`config.mk`:
```
export PLATFORM = sky130hd
export DESIGN_NAME = uart_chan_csr
export DESIGN_NICKNAME = d
export VERILOG_FILES = /design/src/rtl/uart_chan_pkg.sv /design/src/rtl/uart_chan_ctl.sv /design/src/rtl/uart_chan_dp.sv /design/src/rtl/uart_chan_csr.sv
export SDC_FILE = /design/constraint.sdc
export NUM_CORES = 1
export LEC_CHECK = 0
export BUFFER_PORTS_ARGS = -buffer_cell sky130_fd_sc_hd__clkbuf_2
export CAP_MARGIN = 0
export CORE_MARGIN = 10
export CORE_UTILIZATION = 40
export CTS_CLUSTER_DIAMETER = 150
export DETAILED_ROUTE_END_ITERATION = 6
export PLACE_DENSITY = 0.69
export SYNTH_ARGS = -nofsm -noshare
export SYNTH_HDL_FRONTEND = slang
export SYNTH_SLANG_ARGS = --single-unit
```
`constraint.sdc`:
```
create_clock -name clk -period 1.05 [get_ports clk]
set_input_delay 0.105 -clock clk [delete_from_list [all_inputs] [get_ports clk]]
set_output_delay 0.105 -clock clk [all_outputs]
set_load 0.02 [all_outputs]
```
`src/rtl/uart_chan_pkg.sv`:
```
package uart_chan_pkg;

  localparam int StRxRdy = 0;
  localparam int StFull  = 1;
  localparam int StTxRdy = 2;
  localparam int StTxEmt = 3;
  localparam int StErrLo = 4;

  typedef enum logic [3:0] {
    CMD_NOP     = 4'd0,
    CMD_PTR_RST = 4'd1,
    CMD_RX_RST  = 4'd2,
    CMD_TX_RST  = 4'd3,
    CMD_ERR_RST = 4'd4,
    CMD_BRK_RST = 4'd5
  } cmdCode_e;

  typedef struct packed {
    logic rxOn;
    logic rxOff;
    logic txOn;
    logic txOff;
    logic ptrRst;
    logic rxRst;
    logic txRst;
    logic errRst;
    logic brkRst;
  } ctlStrobe_t;

endpackage

```
`src/rtl/uart_chan_ctl.sv`:
```
module uart_chan_ctl
  import uart_chan_pkg::*;
#(
  parameter int DATA_W = 8
) (
  input  logic              cmdWr,
  input  logic [DATA_W-1:0] cmdByte,
  output ctlStrobe_t        strobes
);

  cmdCode_e code;

  always_comb begin
    code    = cmdCode_e'(cmdByte[7:4]);
    strobes = '0;
    if (cmdWr) begin
      strobes.rxOn  = cmdByte[0];
      strobes.rxOff = cmdByte[1];
      strobes.txOn  = cmdByte[2];
      strobes.txOff = cmdByte[3];
      case (code)
        CMD_PTR_RST: strobes.ptrRst = 1'b1;
        CMD_RX_RST:  strobes.rxRst  = 1'b1;
        CMD_TX_RST:  strobes.txRst  = 1'b1;
        CMD_ERR_RST: strobes.errRst = 1'b1;
        CMD_BRK_RST: strobes.brkRst = 1'b1;
        default:     ;
      endcase
    end
  end

endmodule

```
`src/rtl/uart_chan_dp.sv`:
```
module uart_chan_dp
  import uart_chan_pkg::*;
#(
  parameter int DATA_W     = 8,
  parameter int FIFO_DEPTH = 3,
  parameter int CNT_W      = $clog2(FIFO_DEPTH + 1),
  parameter int MODE_REGS  = 2
) (
  input  logic              clk,
  input  logic              rst,
  input  ctlStrobe_t        strobes,
  input  logic [DATA_W-1:0] wrData,
  input  logic              modeWr,
  input  logic              modeRd,
  input  logic              txWr,
  input  logic [CNT_W-1:0]  rxCount,
  input  logic [DATA_W-5:0] errEvt,
  output logic [DATA_W-1:0] rdData,
  output logic              rxEnable,
  output logic              txPush,
  output logic [DATA_W-1:0] txData,
  output logic              rxFlush,
  output logic              brkChgClr,
  output logic              txRdyIrq,
  output logic              rxRdyIrq
);

  localparam int ERR_W = DATA_W - StErrLo;
  localparam int PTR_W = (MODE_REGS > 1) ? $clog2(MODE_REGS) : 1;
  localparam logic [CNT_W-1:0] FULL_CNT = CNT_W'(FIFO_DEPTH);
  localparam logic [PTR_W-1:0] LAST_PTR = PTR_W'(MODE_REGS - 1);

  logic              rxEnQ, rxEnN;
  logic              txRdyQ, txRdyN;
  logic [ERR_W-1:0]  errQ;
  logic              rxRdyQ, fullQ;
  logic [PTR_W-1:0]  ptrQ;
  logic [DATA_W-1:0] modeQ [MODE_REGS];
  logic [DATA_W-1:0] statusWord;

  always_comb begin
    rxEnN = rxEnQ;
    if (strobes.rxOn)  rxEnN = 1'b1;
    if (strobes.rxOff) rxEnN = 1'b0;
    if (strobes.rxRst) rxEnN = 1'b0;
    txRdyN = txRdyQ;
    if (strobes.txOn)  txRdyN = 1'b1;
    if (strobes.txOff) txRdyN = 1'b0;
    if (strobes.txRst) txRdyN = 1'b0;
  end

  always_ff @(posedge clk) begin
    if (rst) begin
      rxEnQ  <= 1'b0;
      txRdyQ <= 1'b0;
      errQ   <= '0;
      rxRdyQ <= 1'b0;
      fullQ  <= 1'b0;
      ptrQ   <= '0;
    end else begin
      rxEnQ  <= rxEnN;
      txRdyQ <= txRdyN;
      errQ   <= (strobes.errRst ? '0 : errQ) | errEvt;
      rxRdyQ <= (rxCount != '0) && !strobes.rxRst;
      fullQ  <= (rxCount == FULL_CNT) && !strobes.rxRst;
      if (strobes.ptrRst)
        ptrQ <= '0;
      else if ((modeWr || modeRd) && ptrQ != LAST_PTR)
        ptrQ <= ptrQ + 1'b1;
    end
  end

  for (genvar i = 0; i < MODE_REGS; i++) begin : g_mode
    always_ff @(posedge clk) begin
      if (rst)
        modeQ[i] <= '0;
      else if (modeWr && ptrQ == PTR_W'(i))
        modeQ[i] <= wrData;
    end
  end

  always_comb begin
    statusWord                  = '0;
    statusWord[StRxRdy]         = rxRdyQ;
    statusWord[StFull]          = fullQ;
    statusWord[StTxRdy]         = txRdyQ;
    statusWord[StTxEmt]         = txRdyQ;
    statusWord[DATA_W-1:StErrLo] = errQ;
  end

  assign rdData    = modeRd ? modeQ[ptrQ] : statusWord;
  assign rxEnable  = rxEnQ;
  assign txPush    = txWr && txRdyQ;
  assign txData    = wrData;
  assign rxFlush   = strobes.rxRst;
  assign brkChgClr = strobes.brkRst;
  assign txRdyIrq  = statusWord[StTxRdy];
  assign rxRdyIrq  = statusWord[StRxRdy];

endmodule

```
`src/rtl/uart_chan_csr.sv`:
```
module uart_chan_csr
  import uart_chan_pkg::*;
#(
  parameter int DATA_W     = 8,
  parameter int FIFO_DEPTH = 3,
  parameter int CNT_W      = $clog2(FIFO_DEPTH + 1)
) (
  input  logic              clk,
  input  logic              rst,
  input  logic [DATA_W-1:0] wrData,
  input  logic              cmdWr,
  input  logic              modeWr,
  input  logic              modeRd,
  input  logic              txWr,
  input  logic [CNT_W-1:0]  rxCount,
  input  logic [3:0]        errEvt,
  output logic [DATA_W-1:0] rdData,
  output logic              rxEnable,
  output logic              txPush,
  output logic [DATA_W-1:0] txData,
  output logic              rxFlush,
  output logic              brkChgClr,
  output logic              txRdyIrq,
  output logic              rxRdyIrq
);

  ctlStrobe_t strobes;

  uart_chan_ctl #(.DATA_W(DATA_W)) u_ctl (
    .cmdWr  (cmdWr),
    .cmdByte(wrData),
    .strobes(strobes)
  );

  uart_chan_dp #(
    .DATA_W    (DATA_W),
    .FIFO_DEPTH(FIFO_DEPTH),
    .CNT_W     (CNT_W),
    .MODE_REGS (2)
  ) u_dp (
    .clk      (clk),
    .rst      (rst),
    .strobes  (strobes),
    .wrData   (wrData),
    .modeWr   (modeWr),
    .modeRd   (modeRd),
    .txWr     (txWr),
    .rxCount  (rxCount),
    .errEvt   (errEvt),
    .rdData   (rdData),
    .rxEnable (rxEnable),
    .txPush   (txPush),
    .txData   (txData),
    .rxFlush  (rxFlush),
    .brkChgClr(brkChgClr),
    .txRdyIrq (txRdyIrq),
    .rxRdyIrq (rxRdyIrq)
  );

endmodule

```
---- Word-level counts from Yosys, hierarchy flattened ----
Memories as Yosys holds them, arrays and structs flattened. A register that Yosys moved wholly into a read port is not among the register bits.
Cells that the tools add are included.
operators by class
  add/subtract/negate cells ............... 1
  multiply operators ...................... 0
  divide/modulo/power cells ............... 0
  $lt $le $gt $ge ......................... 0
  equality and inequality tests ........... 6
  shift operators ......................... 0
  multiplexer cells ....................... 20
  bitwise logic cells ..................... 4
  reductions and logical operators ........ 12
operators with widths
  cell                                                 number
  2-to-1 mux 8 bit                                     3
  2-to-1 mux 1 bit                                     15
  2-to-1 mux 9 bit                                     1
  equality test 4 x 2 -> 1 bit, second input constant  2
  equality test 4 x 3 -> 1 bit, second input constant  2
  logical AND 1 bit                                    6
  OR reduction 3 bit                                   2
  equality test 4 x 1 -> 1 bit, second input constant  1
  2-to-1 mux 4 bit                                     1
  bitwise OR 4 bit                                     1
  equality test 2 bit, second input constant           1
  bitwise OR 1 bit                                     2
  nonzero test 2 bit                                   1
  OR reduction 2 bit                                   1
  adder 1 bit, second input constant                   1
  zero test 1 bit                                      1
  logical OR 1 bit                                     1
  NOT 1 bit                                            1
storage, ports and cells
  register bits ........................... 9
  bits in latches ......................... 0
  memory bits (writable) .................. 16
  ROM bits ................................ 0
  output and inout bits ................... 22
  word-level logic and storage cells ...... 50
  memories kept ........................... 1
memories
  name        words  width  rd ports  clocked after memory_dff  write ports  line                source
  u_dp.modeQ  2      8      1         1                         2            uart_chan_dp.sv:38  logic [DATA_W-1:0] modeQ [MODE_REGS];

---- Logic depth before layout (Yosys ltp) ----
  depth after elaboration ................. 6
  depth in mapped cells ................... 4

---- By module ----
A second synthesis with hierarchy kept.
unflattened totals
  cells, all modules ...................... 129
  area total of the unflattened synthesis .. 1300.0 µm²
modules (own cells, without submodules)
  module         times used  cells an instance  area an instance (µm²)  sequential area each (µm²)
  uart_chan_dp   1           117                1213.7                  680.7
  uart_chan_ctl  1           12                 86.3                    0.0

---- Worst setup path before layout ----
OpenSTA, ideal clock, no wires.
  path type ............................... register to output
  from .................................... register (tool-made name)
  to ...................................... output port rdData[0]
  arrival ................................. 0.963 ns
  slack ................................... -0.018 ns
  cell stages (with the launch flop) ...... 4
  path buffers ............................ 1
  path through ............................ dfxtp_1 > buf_2 > mux2i_1 > a21oi_1
RTL lines
  element           line                 source
  end: declaration  uart_chan_csr.sv:17  output logic [DATA_W-1:0] rdData,

==> impl_metrics.yaml <==
setup_path:
  worstReg2RegEnd: "u_dp.modeQ[0][6]$_SDFFCE_PN0P_"
  r2r_setup_slack_ns: 0.03
  end_kind: "primary output"
  critical_path_class: "reg -> out"
  max_stage_delay_ns: 0.37
  ff2ff_path_depth: 3
  required_ns: 0.94
  cp-start-kind: "register"
  path_cells: "buf_6 -> mux2i_2 -> a21oi_2 -> clkbuf_8"
  path_max_fanout: 5
  critPathSlowestCell: "dfxtp_2"
  r2r_start: "u_dp.ptrQ$_SDFFE_PP0P_"
  worstPathArrival_ns: 1.28
pwr:
  p_per_area_nw_per_um2: 1330
  peakVddDrop_mv: 0.696
  p_leak_nw: 0.767
min_path:
  hold_path.class: "in -> reg"
  holdPathEnd: "u_dp.errQ[1]$_SDFF_PP0_"
  min_path_cells: 3
  hold_start: "errEvt[1]"
synthesis:
  yosysUniqueCellTypes: 19
  seq_area_frac_synth_pct: 55.4
  syn_area_sq_um: 1230
  syn-instance-count: 114
  ys_ff_latch: 26
  syn_nets: 134
  yosys_warnings: 0
  syn_area_per_cell_sq_um: 10.8
grt:
  track_usage_pct: 11.1
  antenna_found_initial: 0
  grt_pass1_wl_mm: 4.89
  grt_max_degree: 16
  first_global_vias: 1042
  grt_remaining_overflow: 0
outcome:
  status: "finished with violations"
  violations: "negative setup slack"
die:
  initial_core_util_pct: 40.9
  dieArea_sq_um: 5690
  core_area_sq_um: 3000
  pin_count: 42
  die_w_um: 75.4
  die_h_um: 75.4
  rows: 20
placed_design:
  post-place-ws_ns: -0.0192
  numPortBuffers: 41
  hpwl_mm: 2.33
  placed_area_sq_um: 1550
  gp_congestion: 0.775
routing:
  dr.pass1.iters: 2
  drc: 0
  ant_nets: 0
  finalWirelength_mm: 3.08
  drt-wirelength-per-cell_um: 15.5
  vias: 996
  via_per_inst: 5.01
  drt_iter0_drc: 15
sta:
  finalCritPeriodShare_pct: 132
  finalSetupViolations: 10
  rsz0062_at_grt: "true"
  clock_skew_ns: 0.00769
  fin_crit_ns: 1.39
  hold_viol: 0
  slew_viol_final: 0
  setup_ws_ns: -0.337
  clock.fmax_mhz: 721
  worst_slew_pin_slew_ns: 0.363
  relSlewSlack_pct: 75.8
job:
  maxCapViolCount: 0
clock_tree:
  clockBufferDepth: 2
  cts.sinks: 26
  clk_root_buffer_cell: "clkbuf_4"
  cts_buffers: 3
  path_clk_slew_ns: 0.13
  htree_levels: 1
  cts_tree: "yes"
  insertion_delay_ns: 0.31
cells_and_area:
  layout_common_cells: "32 x clkbuf_2, 17 x nor2_1, 16 x and2_1, 16 x edfxtp_1"
  area_delta_synth_final_pct: 47.5
  multi_input_area_sq_um: 559
  final_common_cell: "clkbuf_2"
  register_area_sq_um: 684
  drive_gt1_share_pct: 51.8
  fin_nets: 187
  antenna_cells: 0
  final_area_sq_um: 1810
  fill_cells: 254
worst max-delay path, delay by kind of cell (launching register included):
kind,cells,cell delay [ns]
buffers and inverters,2,0.29
muxes,1,0.24
AOI/OAI and AO/OA,1,0.08
DFF,1,0.37
flip-flops by register name, summed over array words and instances (netlist names), named ones only:
name and flops:
u_dp.modeQ 16, u_dp.errQ 4, u_dp.fullQ 1, u_dp.ptrQ 1, u_dp.rxEnable 1, u_dp.rxRdyIrq 1
u_dp.txRdyIrq 1
per-layer routing:
| layer | GRT usage (%) | routed length [um] | vias to the layer above |
|---|---|---|---|
| met5 | 0 | 0 | - |
| met4 | 4.54 | 64 | 0 |
| met3 | 2.60 | 149 | 6 |
| met2 | 18.1 | 1570 | 27 |
| met1 | 13.6 | 1300 | 465 |
| li1 | - | - | 498 |
stage by stage:
stage	hold slack (ns)	total power (W)	setup TNS, ns	utilization (%)	std cells
after floorplan	0.174	0.00146	0	-	114
after global placement	0.325	0.00164	0	51.6	189
after detailed placement	0.332	0.00165	-0.0541	51.6	189
after CTS	0.00220	0.00237	-2.66	57.3	196
after global routing	0.0447	0.00253	-3.55	60.3	199
final	0.0612	0.00241	-2.77	60.3	199
worst max-delay path by stage:
stage / from / to / depth (start not counted)
2_1_floorplan: u_dp.ptrQ$_SDFFE_PP0P_ / u_dp.modeQ[0][0]$_SDFFCE_PN0P_ / 2
3_3_place_gp: register / rdData[5] / 4
3_5_place_dp: register / rdData[5] / 4
4_1_cts: register / rdData[5] / 4
5_1_grt: register / rdData[5] / 4
6_report: register / rdData[1] / 4
where the power goes:
group / total (W) / internal [W] / switching [W]
clock: 0.000664 / 0.000386 / 0.000278
sequential: 0.00120 / 0.00116 / 0.0000383
combinational: 0.000550 / 0.000273 / 0.000277
total: 0.00241 / 0.00182 / 0.000594
synthesized netlist by cell type:
cell | count | area share [%]
and3b_4 | 1 | 1.0
nand2b_1 | 4 | 2.0
nand2_1 | 2 | 0.61
clkbuf_1 | 2 | 0.61
a21oi_1 | 10 | 4.1
a2111oi_2 | 1 | 1.2
mux2i_1 | 8 | 6.5
a2111oi_0 | 1 | 0.71
nor2_1 | 19 | 5.8
dfxtp_1 | 10 | 16
buf_2 | 2 | 0.81
nor3b_1 | 1 | 0.61
nor3_1 | 6 | 2.4
a211oi_1 | 4 | 2.4
nand3b_1 | 1 | 0.61
and2_1 | 17 | 8.7
nor3b_4 | 1 | 1.5
buf_4 | 8 | 4.9
edfxtp_1 | 16 | 39
what timing repair did:
item,in CTS,in global routing
endpoints found under the hold margin,1,2
setup endpoints to repair,17,22
hold buffers,2,2
gates cloned,0,0
pin swaps,5,2
gates resized for setup,23,22
buffers inserted,1,2
logic make-up (layout without fill, tap and decap cells):
group                  count (synthesis)  after routing  share of synthesized area, %
DFF                                   26             26                          55.4
and+or+nand+nor                       52             52                          23.3
muxes                                  8              8                          6.52
buffers and inverters                 12             64                          6.31
AOI/OAI and AO/OA                     16             16                          8.45
cell type report:
class                           count  share of cell area [%]
Timing Repair Buffer               60                    26.2
Multi-Input combinational cell     76                    30.9
Tap cell                           33                    2.28
Clock buffer                        3                    1.24
Clock inverter                      1                    1.66
Sequential cell                    26                    37.8
Power figures use the tool's default switching activity.
